===== src/rtl/timer_pkg.sv =====
package timer_pkg;
  localparam int ADDR_W = 3;

  localparam logic [ADDR_W-1:0] A_CTRL    = 3'd0;
  localparam logic [ADDR_W-1:0] A_T0_INIT = 3'd1;
  localparam logic [ADDR_W-1:0] A_T0_CFG  = 3'd2;
  localparam logic [ADDR_W-1:0] A_T1_INIT = 3'd3;
  localparam logic [ADDR_W-1:0] A_T1_CFG  = 3'd4;
  localparam logic [ADDR_W-1:0] A_ROUTE   = 3'd5;

  typedef enum logic [1:0] {
    EXT_CLOCK     = 2'b00,
    EXT_GATE      = 2'b01,
    EXT_TRIG_ONCE = 2'b10,
    EXT_TRIG_RE   = 2'b11
  } ext_mode_e;

  typedef enum logic [1:0] {
    OUT_T0   = 2'b00,
    OUT_T1   = 2'b01,
    OUT_TICK = 2'b10,
    OUT_LOW  = 2'b11
  } out_sel_e;
endpackage


===== src/rtl/tmr_tick_gen.sv =====
module tmr_tick_gen #(
  parameter int TICK_DIV = 4
) (
  input  logic clk,
  input  logic rst,
  output logic tick,
  output logic tick_sq
);
  localparam int DW = (TICK_DIV > 2) ? $clog2(TICK_DIV) : 1;
  localparam logic [DW-1:0] LAST = DW'(TICK_DIV - 1);
  localparam logic [DW-1:0] HALF = DW'(TICK_DIV / 2 - 1);

  logic [DW-1:0] phase;

  always_ff @(posedge clk) begin
    if (rst) begin
      phase   <= '0;
      tick    <= 1'b0;
      tick_sq <= 1'b0;
    end else begin
      phase <= (phase == LAST) ? '0 : phase + 1'b1;
      tick  <= (phase == LAST);
      if (phase == LAST || phase == HALF)
        tick_sq <= ~tick_sq;
    end
  end
endmodule


===== src/rtl/tmr_prescaler.sv =====
module tmr_prescaler #(
  parameter int PSC_W = 6
) (
  input  logic             clk,
  input  logic             rst,
  input  logic             clr,
  input  logic             step,
  input  logic [PSC_W-1:0] div,
  output logic             pulse
);
  logic [PSC_W-1:0] acc;
  logic [PSC_W-1:0] limit;

  // a divisor of 0 wraps to all ones, giving the full 2**PSC_W division
  assign limit = div - PSC_W'(1);
  assign pulse = step && (acc == limit);

  always_ff @(posedge clk) begin
    if (rst || clr)
      acc <= '0;
    else if (step)
      acc <= pulse ? '0 : acc + 1'b1;
  end
endmodule


===== src/rtl/tmr_down_counter.sv =====
module tmr_down_counter #(
  parameter int CNT_W = 8
) (
  input  logic             clk,
  input  logic             rst,
  input  logic             load,
  input  logic [CNT_W-1:0] init,
  input  logic             dec,
  input  logic             modulo,
  output logic [CNT_W-1:0] cnt,
  output logic             active,
  output logic             eoc
);
  always_ff @(posedge clk) begin
    if (rst) begin
      cnt    <= '0;
      active <= 1'b0;
      eoc    <= 1'b0;
    end else if (load) begin
      cnt    <= init;
      active <= 1'b1;
      eoc    <= 1'b0;
    end else if (dec && active) begin
      if (cnt == CNT_W'(1)) begin
        eoc    <= 1'b1;
        cnt    <= modulo ? init : '0;
        active <= modulo;
      end else begin
        eoc <= 1'b0;
        cnt <= cnt - 1'b1;   // 0 - 1 wraps to the top: a zero load spans 2**CNT_W
      end
    end else begin
      eoc <= 1'b0;
    end
  end
endmodule


===== src/rtl/tmr_t1_source.sv =====
module tmr_t1_source
  import timer_pkg::*;
#(
  parameter int SYNC_STAGES = 2
) (
  input  logic      clk,
  input  logic      rst,
  input  ext_mode_e mode,
  input  logic      use_ext,
  input  logic      cascade,
  input  logic      tick,
  input  logic      eoc0,
  input  logic      eoc1,
  input  logic      load,
  input  logic      ext_in,
  output logic      src,
  output logic      gate_ok,
  output logic      trig_load
);
  logic [SYNC_STAGES-1:0] sync_q;
  logic                   lvl_d;
  logic                   lvl;
  logic                   rise;
  logic                   armed;
  logic                   ext_path;
  logic                   trig_mode;

  assign lvl = sync_q[SYNC_STAGES-1];

  generate
    if (SYNC_STAGES > 1) begin : g_chain
      always_ff @(posedge clk) begin
        if (rst) sync_q <= '0;
        else     sync_q <= {sync_q[SYNC_STAGES-2:0], ext_in};
      end
    end else begin : g_single
      always_ff @(posedge clk) begin
        if (rst) sync_q <= '0;
        else     sync_q <= ext_in;
      end
    end
  endgenerate

  always_ff @(posedge clk) begin
    if (rst) lvl_d <= 1'b0;
    else     lvl_d <= lvl;
  end

  assign rise      = lvl && !lvl_d;
  assign ext_path  = use_ext && !cascade;
  assign trig_mode = ext_path && mode[1];
  assign trig_load = trig_mode && rise && (mode == EXT_TRIG_RE || !armed);

  always_ff @(posedge clk) begin
    if (rst || !trig_mode)
      armed <= 1'b0;
    else if (trig_load)
      armed <= 1'b1;
    else if (eoc1 || load)
      armed <= 1'b0;
  end

  always_comb begin
    if (cascade)
      src = eoc0;
    else if (ext_path && mode == EXT_CLOCK)
      src = rise;
    else
      src = tick;

    if (!ext_path)
      gate_ok = 1'b1;
    else if (mode == EXT_GATE)
      gate_ok = lvl;
    else if (trig_mode)
      gate_ok = armed;
    else
      gate_ok = 1'b1;
  end
endmodule


===== src/rtl/tmr_pair.sv =====
module tmr_pair
  import timer_pkg::*;
#(
  parameter int DATA_W      = 8,
  parameter int CNT_W       = 8,
  parameter int PSC_W       = 6,
  parameter int TICK_DIV    = 4,
  parameter int SYNC_STAGES = 2
) (
  input  logic              clk,
  input  logic              rst,
  input  logic              wr_en,
  input  logic [ADDR_W-1:0] wr_addr,
  input  logic [DATA_W-1:0] wr_data,
  input  logic              ext_in,
  output logic [CNT_W-1:0]  count0,
  output logic [CNT_W-1:0]  count1,
  output logic              irq0,
  output logic              irq1,
  output logic              tout
);
  localparam int NCH = 2;

  logic [NCH-1:0]   run_q, load_stb, mod_v, eoc, active;
  logic [NCH-1:0]   src, gate_ok, chan_load, psc_pulse;
  logic [CNT_W-1:0] init_q [NCH];
  logic [PSC_W-1:0] div_q  [NCH];
  logic [CNT_W-1:0] cnt    [NCH];

  ext_mode_e ext_mode;
  out_sel_e  osel;
  logic      use_ext, cascade;
  logic      tick, tick_sq;
  logic      t1_src, t1_gate, trig_load;

  // register port
  always_ff @(posedge clk) begin
    if (rst) begin
      run_q    <= '0;
      mod_v    <= '0;
      ext_mode <= EXT_CLOCK;
      osel     <= OUT_T0;
      use_ext  <= 1'b0;
      cascade  <= 1'b0;
      for (int i = 0; i < NCH; i++) begin
        init_q[i] <= '0;
        div_q[i]  <= '0;
      end
    end else if (wr_en) begin
      case (wr_addr)
        A_CTRL: for (int i = 0; i < NCH; i++) run_q[i] <= wr_data[2*i+1];
        A_T0_INIT: init_q[0] <= wr_data[CNT_W-1:0];
        A_T0_CFG: begin
          div_q[0] <= wr_data[PSC_W-1:0];
          mod_v[0] <= wr_data[DATA_W-1];
        end
        A_T1_INIT: init_q[1] <= wr_data[CNT_W-1:0];
        A_T1_CFG: begin
          div_q[1] <= wr_data[PSC_W-1:0];
          mod_v[1] <= wr_data[DATA_W-1];
        end
        A_ROUTE: begin
          ext_mode <= ext_mode_e'(wr_data[1:0]);
          use_ext  <= wr_data[2];
          cascade  <= wr_data[3];
          osel     <= out_sel_e'(wr_data[5:4]);
        end
        default: ;
      endcase
    end
  end

  always_comb begin
    for (int i = 0; i < NCH; i++)
      load_stb[i] = wr_en && (wr_addr == A_CTRL) && wr_data[2*i];
  end

  tmr_tick_gen #(.TICK_DIV(TICK_DIV)) u_tick (
    .clk(clk), .rst(rst), .tick(tick), .tick_sq(tick_sq)
  );

  tmr_t1_source #(.SYNC_STAGES(SYNC_STAGES)) u_t1src (
    .clk(clk), .rst(rst), .mode(ext_mode), .use_ext(use_ext),
    .cascade(cascade), .tick(tick), .eoc0(eoc[0]), .eoc1(eoc[1]),
    .load(load_stb[1]), .ext_in(ext_in),
    .src(t1_src), .gate_ok(t1_gate), .trig_load(trig_load)
  );

  always_comb begin
    src       = {t1_src, tick};
    gate_ok   = {t1_gate, 1'b1};
    chan_load = {load_stb[1] | trig_load, load_stb[0]};
  end

  generate
    for (genvar i = 0; i < NCH; i++) begin : g_ch
      tmr_prescaler #(.PSC_W(PSC_W)) u_psc (
        .clk(clk), .rst(rst), .clr(chan_load[i]),
        .step(src[i] & gate_ok[i] & run_q[i] & active[i]),
        .div(div_q[i]), .pulse(psc_pulse[i])
      );
      tmr_down_counter #(.CNT_W(CNT_W)) u_cnt (
        .clk(clk), .rst(rst), .load(chan_load[i]), .init(init_q[i]),
        .dec(psc_pulse[i]), .modulo(mod_v[i]),
        .cnt(cnt[i]), .active(active[i]), .eoc(eoc[i])
      );
    end
  endgenerate

  always_ff @(posedge clk) begin
    if (rst)
      tout <= 1'b0;
    else begin
      case (osel)
        OUT_T0:   if (eoc[0]) tout <= ~tout;
        OUT_T1:   if (eoc[1]) tout <= ~tout;
        OUT_TICK: tout <= tick_sq;
        default:  tout <= 1'b0;
      endcase
    end
  end

  assign count0 = cnt[0];
  assign count1 = cnt[1];
  assign irq0   = eoc[0];
  assign irq1   = eoc[1];
endmodule


===== config.mk =====
export PLATFORM = sky130hd
export DESIGN_NAME = tmr_pair
export DESIGN_NICKNAME = d
export VERILOG_FILES = /design/src/rtl/timer_pkg.sv /design/src/rtl/tmr_tick_gen.sv /design/src/rtl/tmr_prescaler.sv /design/src/rtl/tmr_down_counter.sv /design/src/rtl/tmr_t1_source.sv /design/src/rtl/tmr_pair.sv
export SDC_FILE = /design/constraint.sdc
export NUM_CORES = 1
export LEC_CHECK = 0
export BUFFER_PORTS_ARGS = -buffer_cell sky130_fd_sc_hd__buf_2
export CAP_MARGIN = 20
export CORE_MARGIN = 2
export CORE_UTILIZATION = 56
export CTS_BUF_LIST = sky130_fd_sc_hd__clkbuf_4
export DETAILED_ROUTE_END_ITERATION = 6
export PLACE_DENSITY = 0.79
export SYNTH_ARGS = -nofsm -noshare
export SYNTH_HDL_FRONTEND = slang
export SYNTH_SLANG_ARGS = --single-unit

===== constraint.sdc =====
create_clock -name clk -period 2.1 [get_ports clk]
set_input_delay 0 -clock clk [delete_from_list [all_inputs] [get_ports clk]]
set_output_delay 0 -clock clk [all_outputs]
set_load 0.005 [all_outputs]

==> impl.org <==
** Run status
- The flow ran to the end, but the final reports show violations.
- The checks that failed: setup timing.

** Logic synthesis
- Gate Count Post-Synth :: 402
- Sorting the synthesized cells by area gives the leading types as sky130_fd_sc_hd__dfxtp_1 26%, sky130_fd_sc_hd__edfxtp_1 22%, sky130_fd_sc_hd__xor2_1 3.8%.
- Seq/Total Area, Yosys :: 47.91%
- Area fraction of the dominant cell type after synthesis :: 26.27%
- Synthesized area per cell :: 9.667 sq um
- Most used DFF post-synth :: sky130_fd_sc_hd__dfxtp_1
- Distinct cell type count of the synthesized netlist :: 57
- Dominant cell by count in the synthesized netlist :: sky130_fd_sc_hd__dfxtp_1
- EDFF count, synth :: 28
- Top cell types by occurrence after synthesis :: 51 x sky130_fd_sc_hd__dfxtp_1, 36 x sky130_fd_sc_hd__nor2_1, 28 x sky130_fd_sc_hd__edfxtp_1, 28 x sky130_fd_sc_hd__nand2_1, 28 x sky130_fd_sc_hd__nor3_1
- The number of nets in the synthesized netlist is 427.
- Cell taking the most area after synthesis :: sky130_fd_sc_hd__dfxtp_1
- Cell Area, Synth :: 3886 sq um
- Of all flip-flops after synthesis, the portion carrying an async set or reset was 0%.
- Seq cells post-synth :: 79
- For this run, the number of Yosys warnings is 0.

** Finish
- After the last flow step, the layout net total stands at 504.
- Area growth syn-to-layout :: 22.34%
- The repair_antennas step left the layout with diodes totalling 0.
- Proportion of layout cells with a drive suffix above 1 :: 25.83%
- Share of the core filled with cells :: 70.37%

** Die
- The floorplan step set the die width to 87.31 um.
- Full die area :: 7622 sq um
- For this design the top-level I/O count stands at 34.
- The initial utilization of the core area, before any placement, comes to 57.52%.
- In this run the vertical extent of the chip is 87.31 um.
- Core outline area :: 6756 sq um
- After floorplanning, the core was divided into 30 placement rows.

** Global route
- Number of global-route vias before repair :: 3,239
- Global routing used 25.39% of the available tracks.
- Pin count of the biggest net entering global routing :: 31
- The first global-routing pass estimated 14.95 mm of wire.
- The number of antenna violations at the first check in global routing was 0.
- Remaining global-route overflow :: 0

** Critical path
- The number of buffers and inverters on the critical path is 1.
- Worst setup path startpoint :: g_ch[1].u_cnt.cnt[2]
- The worst register-to-register path has a setup slack of -0.16 ns.
- Along the worst path, the maximum fanout reaches 5.
- For the worst setup path, the data arrival time is 2.60 ns.
- Critical-path cell with the highest stage delay :: sky130_fd_sc_hd__or4_4
- Slowest stage delay, CP :: 0.53 ns
- Counting buffers and inverters, the worst setup path is 7 cells deep.
- The startpoint identified for the worst register-to-register timing path is g_ch[1].u_cnt.cnt[2].
- At the worst endpoint, the required time is 2.44 ns.
- Number of cells traversed by the worst register-to-register path :: 7
- End point of the critical path :: g_ch[1].u_cnt.cnt[0]
- Chain of cells forming the critical path :: or4_4 -> or4b_4 -> o211a_4 -> buf_12 -> o22ai_2 -> a21oi_1 -> a311oi_1
- STA classifies the critical path endpoint as a flop.
- Class of the most critical setup path :: reg -> reg
- Sort of element at the start of the critical path :: flop
- The endpoint identified for the worst register-to-register timing path is g_ch[1].u_cnt.cnt[0].
- CP top delay family :: simple AND/OR/NAND/NOR gates

** Drt
- Residual DRC count :: 0
- For this block, the via count after detailed routing is 3,401.
- The pre-antenna-repair detailed-routing pass consisted of 5 iterations.
- Wirelength, routed :: 9.724 mm
- First-iteration detailed-routing DRC count :: 352
- After detailed routing, the number of vias per cell comes to 6.030.
- Number of nets with antenna violations after routing :: 0
- Dividing the detail-routed wire length by the instance count gives 17.24 um.

** Pwr
- IR drop worst, VDD :: 449.3 uV
- Pwr Total :: 2.957 mW
- In this run switching power makes up 25.68% of total power.
- In this run the power density over the cells is 622.0 nW/um^2.
- Power dissipated by switching net loads :: 759.6 uW
- Combinational logic burns 11.7% of the power.
- Standby leakage power :: 1.952 nW
- In this run, the clock network consumes 31.2% of the power.
- The internal portion of the total power is 2.198 mW.
- Part of the power in registers :: 57.1%

** Place
- At the placement stage, the worst setup path has a slack of -0.1119 ns.
- The count of buffers added on input and output ports is 33.
- Total half-perimeter wirelength after legalization and detailed placement :: 6.536 mm
- Placer's final routability congestion estimate :: 0.9561

** Timing
- Skew final :: 0.01801 ns
- Counting I/O delays and the setup requirement, the final critical path takes 2.259 ns.
- Total setup violations reported at the end of the flow :: 12
- For this run, the top clock speed supported by timing is 442.8 MHz.
- Dividing the final minimum period by the clock period gives 107.6%.
- Aggregate negative setup slack :: -0.9614 ns
- Headroom to the max-slew limit came out at 61.61%.
- Slew at the pin closest to its max-slew limit :: 0.5759 ns
- The count of final max-slew check failures is 0.
- RSZ-0062 raised after global routing :: true
- Once routing completed, OpenROAD measured the worst setup slack at -0.1586 ns.
- Hold violation count in the final report :: 0

** Clocking
- CTS HTree Levels :: 3
- Clock latency on the worst-skew pair :: 0.43 ns
- Root Buffer :: sky130_fd_sc_hd__clkbuf_4
- CTS Buf Count :: 9
- TritonCTS built the clock tree.
- CTS saw 79 sinks.
- Counting along the longest clock path gives a buffer depth of 2.
- After clock tree synthesis, the clock-pin slew on the worst setup and hold paths is 0.13 ns.

** Flow run
- Max-cap violations in this run came to 0.

** Hold path
- Worst min-delay path category :: in -> reg
- The worst hold path was traced through 4 stages.
==> worst register-to-register path, stage by stage, from the launching register on <==
cell                       delay (ns)
sky130_fd_sc_hd__dfxtp_2         0.35
sky130_fd_sc_hd__or4_4           0.53
sky130_fd_sc_hd__or4b_4          0.52
sky130_fd_sc_hd__o211a_4         0.31
sky130_fd_sc_hd__buf_12          0.14
sky130_fd_sc_hd__o22ai_2         0.09
sky130_fd_sc_hd__a21oi_1         0.06
sky130_fd_sc_hd__a311oi_1        0.19
==> layout by cell type, fill, tap and decap left out, types with 15 or more instances in the layout <==
cell	synthesis	layout
sky130_fd_sc_hd__edfxtp_1	28	28
sky130_fd_sc_hd__nand2_1	28	26
sky130_fd_sc_hd__dfxtp_1	51	50
sky130_fd_sc_hd__nor2_1	36	36
sky130_fd_sc_hd__and2_1	15	15
sky130_fd_sc_hd__nor3_1	28	26
sky130_fd_sc_hd__xor2_1	17	17
sky130_fd_sc_hd__buf_2	1	33
sky130_fd_sc_hd__buf_4	0	32
sky130_fd_sc_hd__inv_1	24	22
==> metal layers <==
layer	up-vias	track usage (%)	wire length (um)
met4	0	11.47	266
met2	168	39.12	4720
met3	30	4.645	761
li1	1590	-	-
met1	1613	34.85	3976
met5	-	0	0
==> worst min path at each step <==
stage	startpoint	to	slack, ns
6_report	wr_addr[2]	mod_v[0]	0.05
5_1_grt	rst	tout	0.08
4_1_cts	wr_addr[2]	mod_v[0]	0.03
3_5_place_dp	ext_in	u_t1src.sync_q[0]	0.22
3_3_place_gp	ext_in	u_t1src.sync_q[0]	0.22
2_1_floorplan	ext_in	u_t1src.sync_q[0]	0.13
==> state kept, by name (all words and copies together), names as in the netlist, 12 cells and up <==
name and count:
div_q 12, g_ch.u_cnt.cnt 16, init_q 16, g_ch.u_psc.acc 12
==> logic make-up (layout without fill, tap and decap cells) <==
logic type	Yosys count	in the layout	share of synthesized area (%)
AO/OA/AOI/OAI	66	66	11.66
XOR/XNOR	30	30	6.761
adder cells (fa/ha/maj)	10	10	3.220
buffers and inverters	36	118	4.411
flip-flops	79	79	47.91
multiplexers	12	12	3.123
AND/OR/NAND/NOR	169	169	22.92
==> power groups by stage <==
stage | registers [mW] | logic [mW] | clock network, mW
3_3_place_gp | 1.72 | 0.279 | 0
5_1_grt | 1.69 | 0.377 | 0.999
4_1_cts | 1.69 | 0.314 | 0.922
2_1_floorplan | 1.71 | 0.189 | 0
3_5_place_dp | 1.72 | 0.289 | 0
6_report | 1.69 | 0.346 | 0.923
==> through the flow <==
step                      area, sq um  hold WS [ns]  std cells
after floorplan                  3900        0.1282        402
after global placement           4302        0.2214        532
after detailed placement         4302        0.2250        532
after CTS                        4597       0.03156        560
after global routing             4755       0.07687        564
final                            4755       0.05056        564
==> layout make-up <==
cell class	instances	area (sq um)
flip-flops and latches	79	1863
repair buffers	78	549.3
clock inverters	5	57.56
well taps	80	100.1
clock buffers	11	82.58
inverters	24	90.09
fillers	488	2002
multi-input cells	287	2012
==> timing repair <==
action / CTS / global route
setup buffers: 3 / 4
hold endpoints to repair: 39 / 0
setup endpoints to repair: 15 / 23
resized for setup: 9 / 23
pin swaps: 6 / 6
hold buffers: 9 / 0
Note: power is estimated with default switching activity, not from simulation.
